<file path="src/rtl/la_capture_pkg.sv">
package la_capture_pkg;

  typedef enum logic [2:0] {
    CS_IDLE  = 3'd0,
    CS_FILL  = 3'd1,
    CS_ARMED = 3'd2,
    CS_POST  = 3'd3,
    CS_DONE  = 3'd4
  } cap_state_t;

  localparam int OPW = 3;

  localparam logic [OPW-1:0] OP_OFF  = 3'd0;
  localparam logic [OPW-1:0] OP_EQ   = 3'd1;
  localparam logic [OPW-1:0] OP_NE   = 3'd2;
  localparam logic [OPW-1:0] OP_RISE = 3'd3;
  localparam logic [OPW-1:0] OP_FALL = 3'd4;
  localparam logic [OPW-1:0] OP_CHG  = 3'd5;

  localparam int ADDR_CTRL   = 0;
  localparam int ADDR_PRECNT = 1;
  localparam int ADDR_MODE   = 2;
  localparam int ADDR_OLDEST = 3;
  localparam int ADDR_PROBE0 = 4;

endpackage

</file>
<file path="src/rtl/la_probe_trig.sv">
module la_probe_trig
  import la_capture_pkg::*;
#(
  parameter int PW = 8
) (
  input  logic           clk,
  input  logic           rst_n,
  input  logic [PW-1:0]  cur,
  input  logic [OPW-1:0] op,
  input  logic [PW-1:0]  arg,
  output logic           hit,
  output logic           en
);

  logic [PW-1:0] prev;

  function automatic logic eval_op(input logic [OPW-1:0] o, input logic [PW-1:0] c,
                                   input logic [PW-1:0] p, input logic [PW-1:0] a);
    case (o)
      OP_EQ:   return c == a;
      OP_NE:   return c != a;
      OP_RISE: return |(~p & c & a);
      OP_FALL: return |(p & ~c & a);
      OP_CHG:  return |((p ^ c) & a);
      default: return 1'b0;
    endcase
  endfunction

  function automatic logic op_active(input logic [OPW-1:0] o);
    return (o >= OP_EQ) && (o <= OP_CHG);
  endfunction

  always_ff @(posedge clk or negedge rst_n) begin
    if (!rst_n) prev <= '0;
    else        prev <= cur;
  end

  assign hit = eval_op(op, cur, prev, arg);
  assign en  = op_active(op);

endmodule

</file>
<file path="src/rtl/la_trig_unit.sv">
module la_trig_unit
  import la_capture_pkg::*;
#(
  parameter int NPROBE   = 2,
  parameter int PW       = 8,
  parameter bit EXT_TRIG = 1'b0
) (
  input  logic                  clk,
  input  logic                  rst_n,
  input  logic [NPROBE*PW-1:0]  probes,
  input  logic [NPROBE*OPW-1:0] ops,
  input  logic [NPROBE*PW-1:0]  args,
  input  logic                  combine_or,
  input  logic                  ext_trig,
  output logic                  trig
);

  generate
    if (EXT_TRIG) begin : g_ext
      assign trig = ext_trig;
      logic unused_cfg;
      assign unused_cfg = ^{probes, ops, args, combine_or, clk, rst_n};
    end else begin : g_int
      logic [NPROBE-1:0] hits;
      logic [NPROBE-1:0] ens;
      for (genvar p = 0; p < NPROBE; p++) begin : g_probe
        la_probe_trig #(.PW(PW)) u_probe (
          .clk (clk),
          .rst_n (rst_n),
          .cur (probes[p*PW +: PW]),
          .op  (ops[p*OPW +: OPW]),
          .arg (args[p*PW +: PW]),
          .hit (hits[p]),
          .en  (ens[p])
        );
      end
      assign trig = (|ens) && (combine_or ? |(hits & ens) : &(hits | ~ens));
      logic unused_ext;
      assign unused_ext = ext_trig;
    end
  endgenerate

endmodule

</file>
<file path="src/rtl/la_capture_fsm.sv">
module la_capture_fsm
  import la_capture_pkg::*;
#(
  parameter int DEPTH = 16,
  parameter int IW    = $clog2(DEPTH)
) (
  input  logic          clk,
  input  logic          rst_n,
  input  logic          start_cmd,
  input  logic [IW-1:0] precnt,
  input  logic          trig,
  output cap_state_t    state,
  output logic          wr_en,
  output logic [IW-1:0] wr_idx,
  output logic [IW-1:0] tp_run,
  output logic [IW-1:0] oldest
);

  localparam logic [IW-1:0] LAST = IW'(DEPTH - 1);

  logic [IW-1:0] filled;
  logic [IW-1:0] rem;
  logic          start_ok;

  assign start_ok = start_cmd && (state == CS_IDLE || state == CS_DONE);
  assign wr_en    = (state == CS_FILL) || (state == CS_ARMED) || (state == CS_POST);

  always_ff @(posedge clk or negedge rst_n) begin
    if (!rst_n) begin
      state  <= CS_IDLE;
      wr_idx <= '0;
      filled <= '0;
      rem    <= '0;
      tp_run <= '0;
      oldest <= '0;
    end else if (start_ok) begin
      state  <= (precnt == '0) ? CS_ARMED : CS_FILL;
      wr_idx <= '0;
      filled <= '0;
      tp_run <= precnt;
    end else begin
      if (wr_en) wr_idx <= wr_idx + 1'b1;
      case (state)
        CS_FILL: begin
          filled <= filled + 1'b1;
          if (filled + 1'b1 == tp_run) state <= CS_ARMED;
        end
        CS_ARMED: begin
          if (trig) begin
            if (tp_run == LAST) begin
              state  <= CS_DONE;
              oldest <= wr_idx + 1'b1;
            end else begin
              state <= CS_POST;
              rem   <= LAST - tp_run;
            end
          end
        end
        CS_POST: begin
          rem <= rem - 1'b1;
          if (rem == IW'(1)) begin
            state  <= CS_DONE;
            oldest <= wr_idx + 1'b1;
          end
        end
        default: ;
      endcase
    end
  end

endmodule

</file>
<file path="src/rtl/la_sample_mem.sv">
module la_sample_mem #(
  parameter int DEPTH = 16,
  parameter int SW    = 16,
  parameter int IW    = $clog2(DEPTH)
) (
  input  logic          clk,
  input  logic          wr_en,
  input  logic [IW-1:0] wr_idx,
  input  logic [SW-1:0] wdata,
  input  logic [IW-1:0] rd_idx,
  output logic [SW-1:0] rdata
);

  logic [SW-1:0] mem [DEPTH];

  always_ff @(posedge clk) begin
    if (wr_en) mem[wr_idx] <= wdata;
  end

  assign rdata = mem[rd_idx];

endmodule

</file>
<file path="src/rtl/la_ctrl_regs.sv">
module la_ctrl_regs
  import la_capture_pkg::*;
#(
  parameter int AW     = 8,
  parameter int DW     = 16,
  parameter int NPROBE = 2,
  parameter int PW     = 8,
  parameter int DEPTH  = 16,
  parameter int IW     = $clog2(DEPTH),
  parameter int SW     = NPROBE * PW
) (
  input  logic                  clk,
  input  logic                  rst_n,
  input  logic [AW-1:0]         reg_addr,
  input  logic [DW-1:0]         reg_wdata,
  input  logic                  reg_we,
  input  cap_state_t            state,
  input  logic [IW-1:0]         oldest,
  input  logic [SW-1:0]         mem_rdata,
  output logic [IW-1:0]         precnt,
  output logic                  combine_or,
  output logic [NPROBE*OPW-1:0] ops,
  output logic [NPROBE*PW-1:0]  args,
  output logic                  start_cmd,
  output logic [IW-1:0]         mem_raddr,
  output logic [DW-1:0]         reg_rdata
);

  localparam logic [IW-1:0] LAST = IW'(DEPTH - 1);

  logic [DW-1:0] rd_next;

  function automatic logic [IW-1:0] clamp_cnt(input logic [DW-1:0] v);
    if (v > DW'(DEPTH - 1)) return LAST;
    return v[IW-1:0];
  endfunction

  assign start_cmd = reg_we && (reg_addr == AW'(ADDR_CTRL)) && reg_wdata[0];
  assign mem_raddr = reg_addr[IW-1:0];

  always_ff @(posedge clk or negedge rst_n) begin
    if (!rst_n) begin
      precnt     <= '0;
      combine_or <= 1'b0;
      ops        <= '0;
      args       <= '0;
    end else if (reg_we) begin
      if (reg_addr == AW'(ADDR_PRECNT)) precnt <= clamp_cnt(reg_wdata);
      if (reg_addr == AW'(ADDR_MODE))   combine_or <= reg_wdata[0];
      for (int p = 0; p < NPROBE; p++) begin
        if (reg_addr == AW'(ADDR_PROBE0 + 2*p))     ops[p*OPW +: OPW] <= reg_wdata[OPW-1:0];
        if (reg_addr == AW'(ADDR_PROBE0 + 2*p + 1)) args[p*PW +: PW]  <= reg_wdata[PW-1:0];
      end
    end
  end

  always_comb begin
    rd_next = '0;
    if (reg_addr[AW-1]) begin
      rd_next = DW'(mem_rdata);
    end else begin
      if (reg_addr == AW'(ADDR_CTRL))   rd_next = DW'(state);
      if (reg_addr == AW'(ADDR_PRECNT)) rd_next = DW'(precnt);
      if (reg_addr == AW'(ADDR_MODE))   rd_next = DW'(combine_or);
      if (reg_addr == AW'(ADDR_OLDEST)) rd_next = DW'(oldest);
      for (int p = 0; p < NPROBE; p++) begin
        if (reg_addr == AW'(ADDR_PROBE0 + 2*p))     rd_next = DW'(ops[p*OPW +: OPW]);
        if (reg_addr == AW'(ADDR_PROBE0 + 2*p + 1)) rd_next = DW'(args[p*PW +: PW]);
      end
    end
  end

  always_ff @(posedge clk or negedge rst_n) begin
    if (!rst_n) reg_rdata <= '0;
    else        reg_rdata <= rd_next;
  end

endmodule

</file>
<file path="src/rtl/la_capture.sv">
module la_capture
  import la_capture_pkg::*;
#(
  parameter int NPROBE   = 2,
  parameter int PW       = 8,
  parameter int DEPTH    = 16,
  parameter int AW       = 8,
  parameter int DW       = 16,
  parameter bit EXT_TRIG = 1'b0
) (
  input  logic                 clk,
  input  logic                 rst_n,
  input  logic [NPROBE*PW-1:0] probes,
  input  logic                 ext_trig,
  input  logic [AW-1:0]        reg_addr,
  input  logic [DW-1:0]        reg_wdata,
  input  logic                 reg_we,
  output logic [DW-1:0]        reg_rdata
);

  localparam int IW = $clog2(DEPTH);
  localparam int SW = NPROBE * PW;

  cap_state_t            cap_state;
  logic                  start_cmd;
  logic                  trig_fire;
  logic                  wr_en;
  logic [IW-1:0]         wr_idx;
  logic [IW-1:0]         tp_run;
  logic [IW-1:0]         oldest_idx;
  logic [IW-1:0]         precnt;
  logic                  combine_or;
  logic [NPROBE*OPW-1:0] ops;
  logic [NPROBE*PW-1:0]  args;
  logic [IW-1:0]         mem_raddr;
  logic [SW-1:0]         mem_rdata;

  la_ctrl_regs #(.AW(AW), .DW(DW), .NPROBE(NPROBE), .PW(PW), .DEPTH(DEPTH)) u_regs (
    .clk (clk), .rst_n (rst_n),
    .reg_addr (reg_addr), .reg_wdata (reg_wdata), .reg_we (reg_we),
    .state (cap_state), .oldest (oldest_idx), .mem_rdata (mem_rdata),
    .precnt (precnt), .combine_or (combine_or), .ops (ops), .args (args),
    .start_cmd (start_cmd), .mem_raddr (mem_raddr), .reg_rdata (reg_rdata)
  );

  la_trig_unit #(.NPROBE(NPROBE), .PW(PW), .EXT_TRIG(EXT_TRIG)) u_trig (
    .clk (clk), .rst_n (rst_n), .probes (probes), .ops (ops), .args (args),
    .combine_or (combine_or), .ext_trig (ext_trig), .trig (trig_fire)
  );

  la_capture_fsm #(.DEPTH(DEPTH)) u_fsm (
    .clk (clk), .rst_n (rst_n), .start_cmd (start_cmd), .precnt (precnt),
    .trig (trig_fire), .state (cap_state), .wr_en (wr_en), .wr_idx (wr_idx),
    .tp_run (tp_run), .oldest (oldest_idx)
  );

  la_sample_mem #(.DEPTH(DEPTH), .SW(SW)) u_mem (
    .clk (clk), .wr_en (wr_en), .wr_idx (wr_idx), .wdata (probes),
    .rd_idx (mem_raddr), .rdata (mem_rdata)
  );

endmodule

</file>
<file path="config.mk">
export PLATFORM = sky130hd
export DESIGN_NAME = la_capture
export DESIGN_NICKNAME = d
export VERILOG_FILES = /design/src/rtl/la_capture_pkg.sv /design/src/rtl/la_probe_trig.sv /design/src/rtl/la_trig_unit.sv /design/src/rtl/la_capture_fsm.sv /design/src/rtl/la_sample_mem.sv /design/src/rtl/la_ctrl_regs.sv /design/src/rtl/la_capture.sv
export SDC_FILE = /design/constraint.sdc
export NUM_CORES = 1
export LEC_CHECK = 0
export BUFFER_PORTS_ARGS = -buffer_cell sky130_fd_sc_hd__buf_2
export CAP_MARGIN = 10
export CORE_ASPECT_RATIO = 0.7
export CORE_UTILIZATION = 35
export CTS_CLUSTER_DIAMETER = 100
export DETAILED_ROUTE_END_ITERATION = 6
export PLACE_DENSITY = 0.51
export SLEW_MARGIN = 10
export SYNTH_ARGS = -nofsm -noshare
export SYNTH_HDL_FRONTEND = slang
export SYNTH_HIERARCHICAL = 1
export SYNTH_SLANG_ARGS = --single-unit
</file>
<file path="constraint.sdc">
create_clock -name clk -period 6.2 [get_ports clk]
set_input_delay 0 -clock clk [delete_from_list [all_inputs] [get_ports clk]]
set_output_delay 0 -clock clk [all_outputs]
set_load 0.03 [all_outputs]
</file>
==> results of run 1 <==
==> worst paths after layout <==
path	from	end	slack [ns]	depth (start not counted)
min in group asynchronous	rst_n	u_trig/g_int.g_probe[1].u_probe/prev[6]$_DFF_PN0_	0.29	3
min	reg_addr[4]	u_regs/combine_or$_DFFE_PN0P_	0.06	5
max reg2reg	u_trig/g_int.g_probe[0].u_probe/prev[5]$_DFF_PN0_	u_fsm/oldest[1]$_DFFE_PN0P_	3.04	12
min reg2reg	u_fsm/oldest[3]$_DFFE_PN0P_	u_fsm/oldest[3]$_DFFE_PN0P_	0.55	1
max	probes[5]	u_fsm/oldest[1]$_DFFE_PN0P_	3.01	15
max in group asynchronous	rst_n	u_fsm/rem[3]$_DFFE_PN0P_	5.19	3
==> cell families after synthesis <==
kind of cell,Yosys count,share of synthesized area [%]
DFF,338,66.4
and+or+nand+nor,149,6.03
AOI/OAI and AO/OA,124,6.59
muxes,104,13.3
buffers and inverters,89,3.10
adders and majority gates,36,3.07
xor gates and xnor gates,25,1.59
==> where the power goes <==
| group | leakage [nW] | internal, mW | switching [mW] |
|---|---|---|---|
| Combinational | 2.42 | 0.349 | 0.552 |
| Clock | 0.596 | 1.30 | 0.886 |
| Sequential | 3.37 | 2.74 | 0.150 |
==> flip-flops by register name, summed over array words and instances, names as in the netlist, 3 cells and up <==
name and flops:
u_fsm/filled 4, u_fsm/oldest 4, u_fsm/rem 4, u_fsm/state 3, u_fsm/tp_run 4, u_fsm/wr_idx 4, u_mem/mem 256, u_regs/args 16
u_regs/ops 6, u_regs/precnt 4, u_regs/reg_rdata 16, u_trig/g_int.g_probe.u_probe/prev 16
==> cell usage after synthesis (all sizes together) (3+ instances only) <==
cell / instances / area [um^2]
xor2: 4 / 35.0
inv: 50 / 188
nor2: 32 / 136
a21oi: 16 / 80.1
mux4: 65 / 1500
a22o: 7 / 61.3
xnor2: 20 / 175
nand2b: 6 / 37.5
and2: 14 / 88.8
a222oi: 6 / 60.1
ha: 36 / 450
mux2: 35 / 405
o21ai: 20 / 111
edfxtp: 256 / 7690
nand2: 30 / 113
and2b: 3 / 26.3
buf: 20 / 156
o22ai: 3 / 18.8
or3b: 3 / 26.3
mux2i: 4 / 40.0
a32oi: 5 / 43.8
nor3: 10 / 61.3
a221o: 4 / 40.0
nand3: 10 / 50.1
a22oi: 38 / 285
nor2b: 14 / 103
and3: 3 / 20.0
dfrtp: 82 / 2050
clkbuf: 17 / 104
nand3b: 3 / 22.5
a31oi: 3 / 18.8
nand4: 7 / 73.8
nor4: 5 / 46.3
==> worst max-delay path: cells and delay by family <==
kind                       cells  cell delay [ns]
AOI/OAI and AO/OA              6             1.34
buffers and inverters          5             1.22
and+or+nand+nor                2             0.42
muxes                          1             0.33
adders and majority gates      1             0.29
==> area by class of cell <==
cell class	instances	area share [%]
flip-flops and latches	338	56.7
multi-input cells	438	26.4
clock buffers	54	6.32
repair buffers	116	4.78
well taps	544	3.96
inverters	52	1.14
clock inverters	13	0.728
==> metrics by stage <==
step	hold slack (ns)	util, %	power [mW]
2_1_floorplan	-0.296	-	3.46
3_3_place_gp	-0.140	37.9	3.82
3_5_place_dp	-0.135	37.9	3.83
4_1_cts	0.0400	41.7	6.04
5_1_grt	0.0828	41.7	6.23
6_report	0.0625	41.7	5.98
==> metal layers <==
layer  vias to the layer above  wire length, um
met5                         -                0
met4                         0              532
met3                        42             1560
met2                       176            15600
met1                      4312            18300
li1                       3643                -
==> what timing repair did <==
| action | CTS | global route |
|---|---|---|
| resized for setup | 0 | 0 |
| hold buffers | 35 | 0 |
| buffers inserted | 0 | 0 |
| hold endpoints to repair | 383 | 0 |
| endpoints found under the setup margin | 0 | 0 |
==> out/qor.txt, run 1 <==
Result of the run: finished, violations left
Violations in the final reports: design-rule violations
Initial core utilization: 35.6%
Worst setup SP type: input port
Area taken by multi-input logic gates: 4530 um^2
Num ports: 60
Post-place setup slack: 3.06 ns
Yosys cell types: 73
Dpl cells: 1453
Fraction of met3 tracks used by global routing: 2.48%
Proportion of synthesized flip-flops having asynchronous set or reset: 24.3%
Die boundary height: 173 um
Number of detailed-route iterations in the first pass: 7
Sequential cell area: 9740 um^2
Post-DP HPWL: 21.7 mm
Crit-path cells: dlygate4sd3_1 > buf_2 > inv_1 > ha_1 > clkinv_1 > a2111oi_4 > o2111ai_1 > nand3_1 > o21ai_1 > o311ai_1 > nand2_1 > inv_1 > a211oi_4 > o21ai_4 > mux2_4
Arrival time of data at the critical path endpoint: 3.59 ns
Commonest cells after routing, fill and taps aside: sky130_fd_sc_hd__edfxtp_1, sky130_fd_sc_hd__dfrtp_1, sky130_fd_sc_hd__buf_2, sky130_fd_sc_hd__mux4_2, sky130_fd_sc_hd__inv_1
Fin Clk Skew: 0.0225 ns
Achievable Freq: 313 MHz
Data required time of the worst path: 6.60 ns
Global router's overall resource usage: 17.3%
FF+latch count, synth: 338
Wirelength, routed: 36.0 mm
Leak pwr: 6.39 nW
Synthesized instance count: 865
Via count: 8173
TritonCTS clock tree: done
Ratio of cells with drive above 1 in the final layout: 26.2%
Detailed router's first-iteration violation count: 625
Mean Syn Cell Area: 17.0 um^2
Number of buffers added on ports: 58
Synth Flop Type: sky130_fd_sc_hd__edfxtp_1
Met2 global-route usage: 25.3%
Layout filler cell count: 3683
Endpoint kind of the worst setup timing path: flop
Number of buffers on the longest clock path: 3
Die width: 247 um
Instance area at placement: 15600 um^2
Number of violations of the max-capacitance limit: 0
Worst-case headroom to the max-slew limit: 27.6%
First-pass GRT wire length: 54.5 mm
Unrepaired setup endpoints after global routing: false
Total number of nets in the final design: 1063
Initial antenna violation count: 1
IR drop worst, VDD: 0.247 mV
Nets in the synthesized netlist: 945
Number of hold violations in the final report: 0
Placeable core region: 41200 um^2
Routability congestion estimate: 0.791
Biggest cell delay along the critical path: 0.52 ns
Via count of the first global-routing pass: 8385
Via-per-instance ratio: 5.26
CTS Buf Count: 37
Total negative setup slack: 0 ns
Final number of setup-violating endpoints: 0
Gr busiest metal: met1
Clock latency reported for the late side of the worst-skew pair: 0.53 ns
Clock edge transition at the registers on the reported setup and hold paths: 0.06 ns
Met1 Track Usage GR: 27.2%
Worst min path class: in2reg
Most common library cell in the layout ignoring fill and taps: sky130_fd_sc_hd__edfxtp_1
Number of flops mapped to enable cells by yosys: 256
Dominant cell type by count on the critical path: sky130_fd_sc_hd__inv_1
CP max-delay cell: sky130_fd_sc_hd__dlygate4sd3_1
Area growth from synthesis to layout: 17.0%
Post-synthesis sequential area ratio: 66.4%
Post-route DRC violation count: 4
Placement Rows: 62
Overflow left after global routing: 0
Pwr Density: 348 nW/um^2
Tcrit/Tclk final: 51.5%
Post-layout min period: 3.19 ns
Slew Viols, Final: 0
Total of warnings raised by yosys: 6
Worst setup path category: in2reg
Cell area after technology mapping: 14700 um^2
Clock root buffer: sky130_fd_sc_hd__clkbuf_16
Antenna Diode Count: 0
Final cell area excluding filler cells: 17200 um^2
Number of standard cells in the layout, taps in and fillers out: 1555
Maximum fanout along the worst path: 20
Num Clock Sinks: 338
Die Area: 42800 um^2
Largest net degree at the start of global routing: 70
Slew at the pin closest to its max-slew limit: 1.09 ns
Detailed-route wire length per cell: 23.1 um
Worst Setup Slack, final: 3.01 ns
Antenna Violating Nets Remaining: 0
H-tree levels: 2
Power figures use the tool's default switching activity.
==> run 2: changes to the inputs <==
PLACE_DENSITY = 0.53   (was 0.51)
clock period = 2.82 ns   (was 6.2 ns; I/O delays follow)
==> out/qor.txt, run 2 (synthesis gave the netlist of run 1 again) <==
Result of the run: finished, violations left
Violations in the final reports: design-rule violations
Slew Viols, Final: 0 (unchanged)
Internal power summed over all cells: 9.58 mW (+120%)
Number of detailed-route iterations in the first pass: 7 (unchanged)
Ratio of cells with drive above 1 in the final layout: 30.2% (+4.0 points)
Number of violations of the max-capacitance limit: 0 (unchanged)
Die boundary height: 173 um (unchanged)
Die width: 247 um (unchanged)
Slew at the pin closest to its max-slew limit: 0.692 ns (-0.393 ns)
Area growth from synthesis to layout: 19.6%
Initial antenna violation count: 1 (unchanged)
Antenna Diode Count: 0 (unchanged)
Switching power share of the total: 27.0% (+0.40 points)
Placeable core region: 41200 um^2 (unchanged)
Post-place setup slack: 0.00417 ns (-3.05 ns)
IR drop worst, VDD: 0.512 mV (+110%)
Unrepaired setup endpoints after global routing: true
Worst-case headroom to the max-slew limit: 53.8% (+26 points)
Net switching power of the design: 3.54 mW (+120%)
Achievable Freq: 368 MHz
Maximum fanout along the worst path: 5 (-75%)
H-tree levels: 2 (unchanged)
Clock root buffer: sky130_fd_sc_hd__clkbuf_16
Largest net degree at the start of global routing: 36 (-49%)
Routability congestion estimate: 0.823 (+4.0%)
Detailed router's first-iteration violation count: 765 (+22%)
Clock edge transition at the registers on the reported setup and hold paths: 0.06 ns (about the same)
Largest register by flop count: u_mem/mem
Post-DP HPWL: 24.7 mm (+14%)
Via-per-instance ratio: 5.25 (about the same)
Leak pwr: 6.58 nW (+2.9%)
Most common library cell in the layout ignoring fill and taps: sky130_fd_sc_hd__edfxtp_1
Worst setup path category: reg2reg
Overflow left after global routing: 0 (unchanged)
Num ports: 60 (unchanged)
Total number of nets in the final design: 1103 (+3.8%)
First-pass GRT wire length: 56.5 mm (+3.6%)
CTS Buf Count: 34 (-8.1%)
Pwr Density: 747 nW/um^2 (+110%)
Final number of setup-violating endpoints: 0 (unchanged)
Dpl cells: 1493 (+2.8%)
Worst setup SP type: flop
Via count: 8371 (+2.4%)
Num Clock Sinks: 338 (unchanged)
Endpoint kind of the worst setup timing path: flop
Via count of the first global-routing pass: 8438 (+0.63%)
Detailed-route wire length per cell: 23.7 um (+2.6%)
Proportion of power drawn by the clock network: 35.2% (-1.4 points)
Initial core utilization: 35.6% (unchanged)
Commonest cells after routing, fill and taps aside: sky130_fd_sc_hd__edfxtp_1, sky130_fd_sc_hd__dfrtp_1, sky130_fd_sc_hd__buf_4
Placement Rows: 62 (unchanged)
Reg power frac: 48.2% (-0.2 points)
Worst min path class: in2async
Number of standard cells in the layout, taps in and fillers out: 1593 (+2.4%)
Data required time of the worst path: 3.22 ns (-3.38 ns)
Die Area: 42800 um^2 (unchanged)
Arrival time of data at the critical path endpoint: 3.12 ns (-0.47 ns)
Worst Setup Slack, final: 0.0997 ns (-2.91 ns)
Antenna Violating Nets Remaining: 0 (unchanged)
Wirelength, routed: 37.8 mm (+5.1%)
TritonCTS clock tree: done
Fin Clk Skew: 0.0202 ns (-0.00229 ns)
Combinational Power Share: 16.7% (+1.6 points)
Number of buffers on the longest clock path: 3 (unchanged)
Flip-flop count of the largest register after layout: 256 (unchanged)
Number of buffers added on ports: 58 (unchanged)
Global router's overall resource usage: 18.0% (+0.70 points)
Clock latency reported for the late side of the worst-skew pair: 0.53 ns (about the same)
Post-layout min period: 2.72 ns
Number of hold violations in the final report: 0 (unchanged)
Post-route DRC violation count: 4 (unchanged)
Tcrit/Tclk final: 96.5%
## run 2: cell count changes in the layout (fill, tap and decap cells not counted), sizes merged
cell / previous run / this run
buf: 81 / 126
bufinv: 2 / 4
clkbuf: 54 / 41
clkinv: 12 / 10
clkinvlp: 1 / 5
dlygate4sd3: 35 / 33
inv: 50 / 54
## run 2: final cells by class
class	count	area [um^2]
fill	3649	23600
sequential	338	9740
multi-input combinational	438	4590
timing repair buffer	159	1220
clock buffer	41	898
tap	544	681
clock inverter	21	236
inverter	52	195
## run 2: power by group through the flow
stage          Combinational (mW)  Clock, mW  Sequential (mW)
2_1_floorplan                1.26          0             6.36
3_3_place_gp                 2.14          0             6.40
3_5_place_dp                 2.15          0             6.41
4_1_cts                      2.19       4.73             6.31
5_1_grt                      2.37       4.91             6.38
6_report                     2.18       4.61             6.31
## run 2: worst paths after layout
path	cells past startpoint	end	slack [ns]	start
max in group asynchronous	3	u_regs/args[6]$_DFFE_PN0P_	2.36	rst_n
min in group clk	3	u_trig/g_int.g_probe[0].u_probe/prev[2]$_DFF_PN0_	0.08	probes[2]
max reg2reg	12	u_fsm/oldest[1]$_DFFE_PN0P_	0.1	u_trig/g_int.g_probe[0].u_probe/prev[2]$_DFF_PN0_
min reg2reg	1	u_fsm/filled[2]$_DFFE_PN0P_	0.54	u_fsm/filled[2]$_DFFE_PN0P_
min	3	u_trig/g_int.g_probe[1].u_probe/prev[0]$_DFF_PN0_	0.03	rst_n
max	12	u_fsm/oldest[1]$_DFFE_PN0P_	0.1	u_trig/g_int.g_probe[0].u_probe/prev[2]$_DFF_PN0_
## run 2: metrics by stage
step                hold slack, ns  utilization [%]  cell area [um^2]  total power, mW  setup TNS (ns)
finish                      0.0298             42.6             17600             13.1               0
global route                0.0262             42.6             17600             13.6          -0.135
CTS                        0.00190             42.4             17500             13.2               0
detailed placement         -0.0322             38.8             16000             8.56               0
global placement           -0.0344             38.8             16000             8.55               0
floorplan                   -0.296                -             14700             7.62               0
## run 2: critical path, stage by stage (launching register included)
cell,delay (ns)
sky130_fd_sc_hd__dfrtp_1,0.41
sky130_fd_sc_hd__ha_4,0.27
sky130_fd_sc_hd__inv_2,0.03
sky130_fd_sc_hd__a222oi_1,0.34
sky130_fd_sc_hd__o2111ai_2,0.16
sky130_fd_sc_hd__nand3_1,0.14
sky130_fd_sc_hd__o21ai_2,0.10
sky130_fd_sc_hd__o311ai_2,0.29
sky130_fd_sc_hd__nand2_2,0.13
sky130_fd_sc_hd__inv_2,0.10
sky130_fd_sc_hd__a211oi_4,0.06
sky130_fd_sc_hd__o21ai_4,0.23
sky130_fd_sc_hd__mux2_4,0.33
## run 2: metal layers
| layer | share of wire (%) | track usage (%) | routed length (um) |
|---|---|---|---|
| met2 | 44 | 26.1 | 16500 |
| met4 | 1.3 | 3.65 | 485 |
| met5 | 0.032 | 0 | 12 |
| met1 | 50 | 28.4 | 18900 |
| met3 | 5.3 | 2.97 | 2000 |
## run 2: repair_timing
item / 4_1_cts / 5_1_grt
hold buffers: 34 / 0
hold endpoints to repair: 261 / 0
buffers inserted: 1 / 3
pin swaps: 3 / 8
setup endpoints to repair: 4 / 8
gates resized for setup: 2 / 10
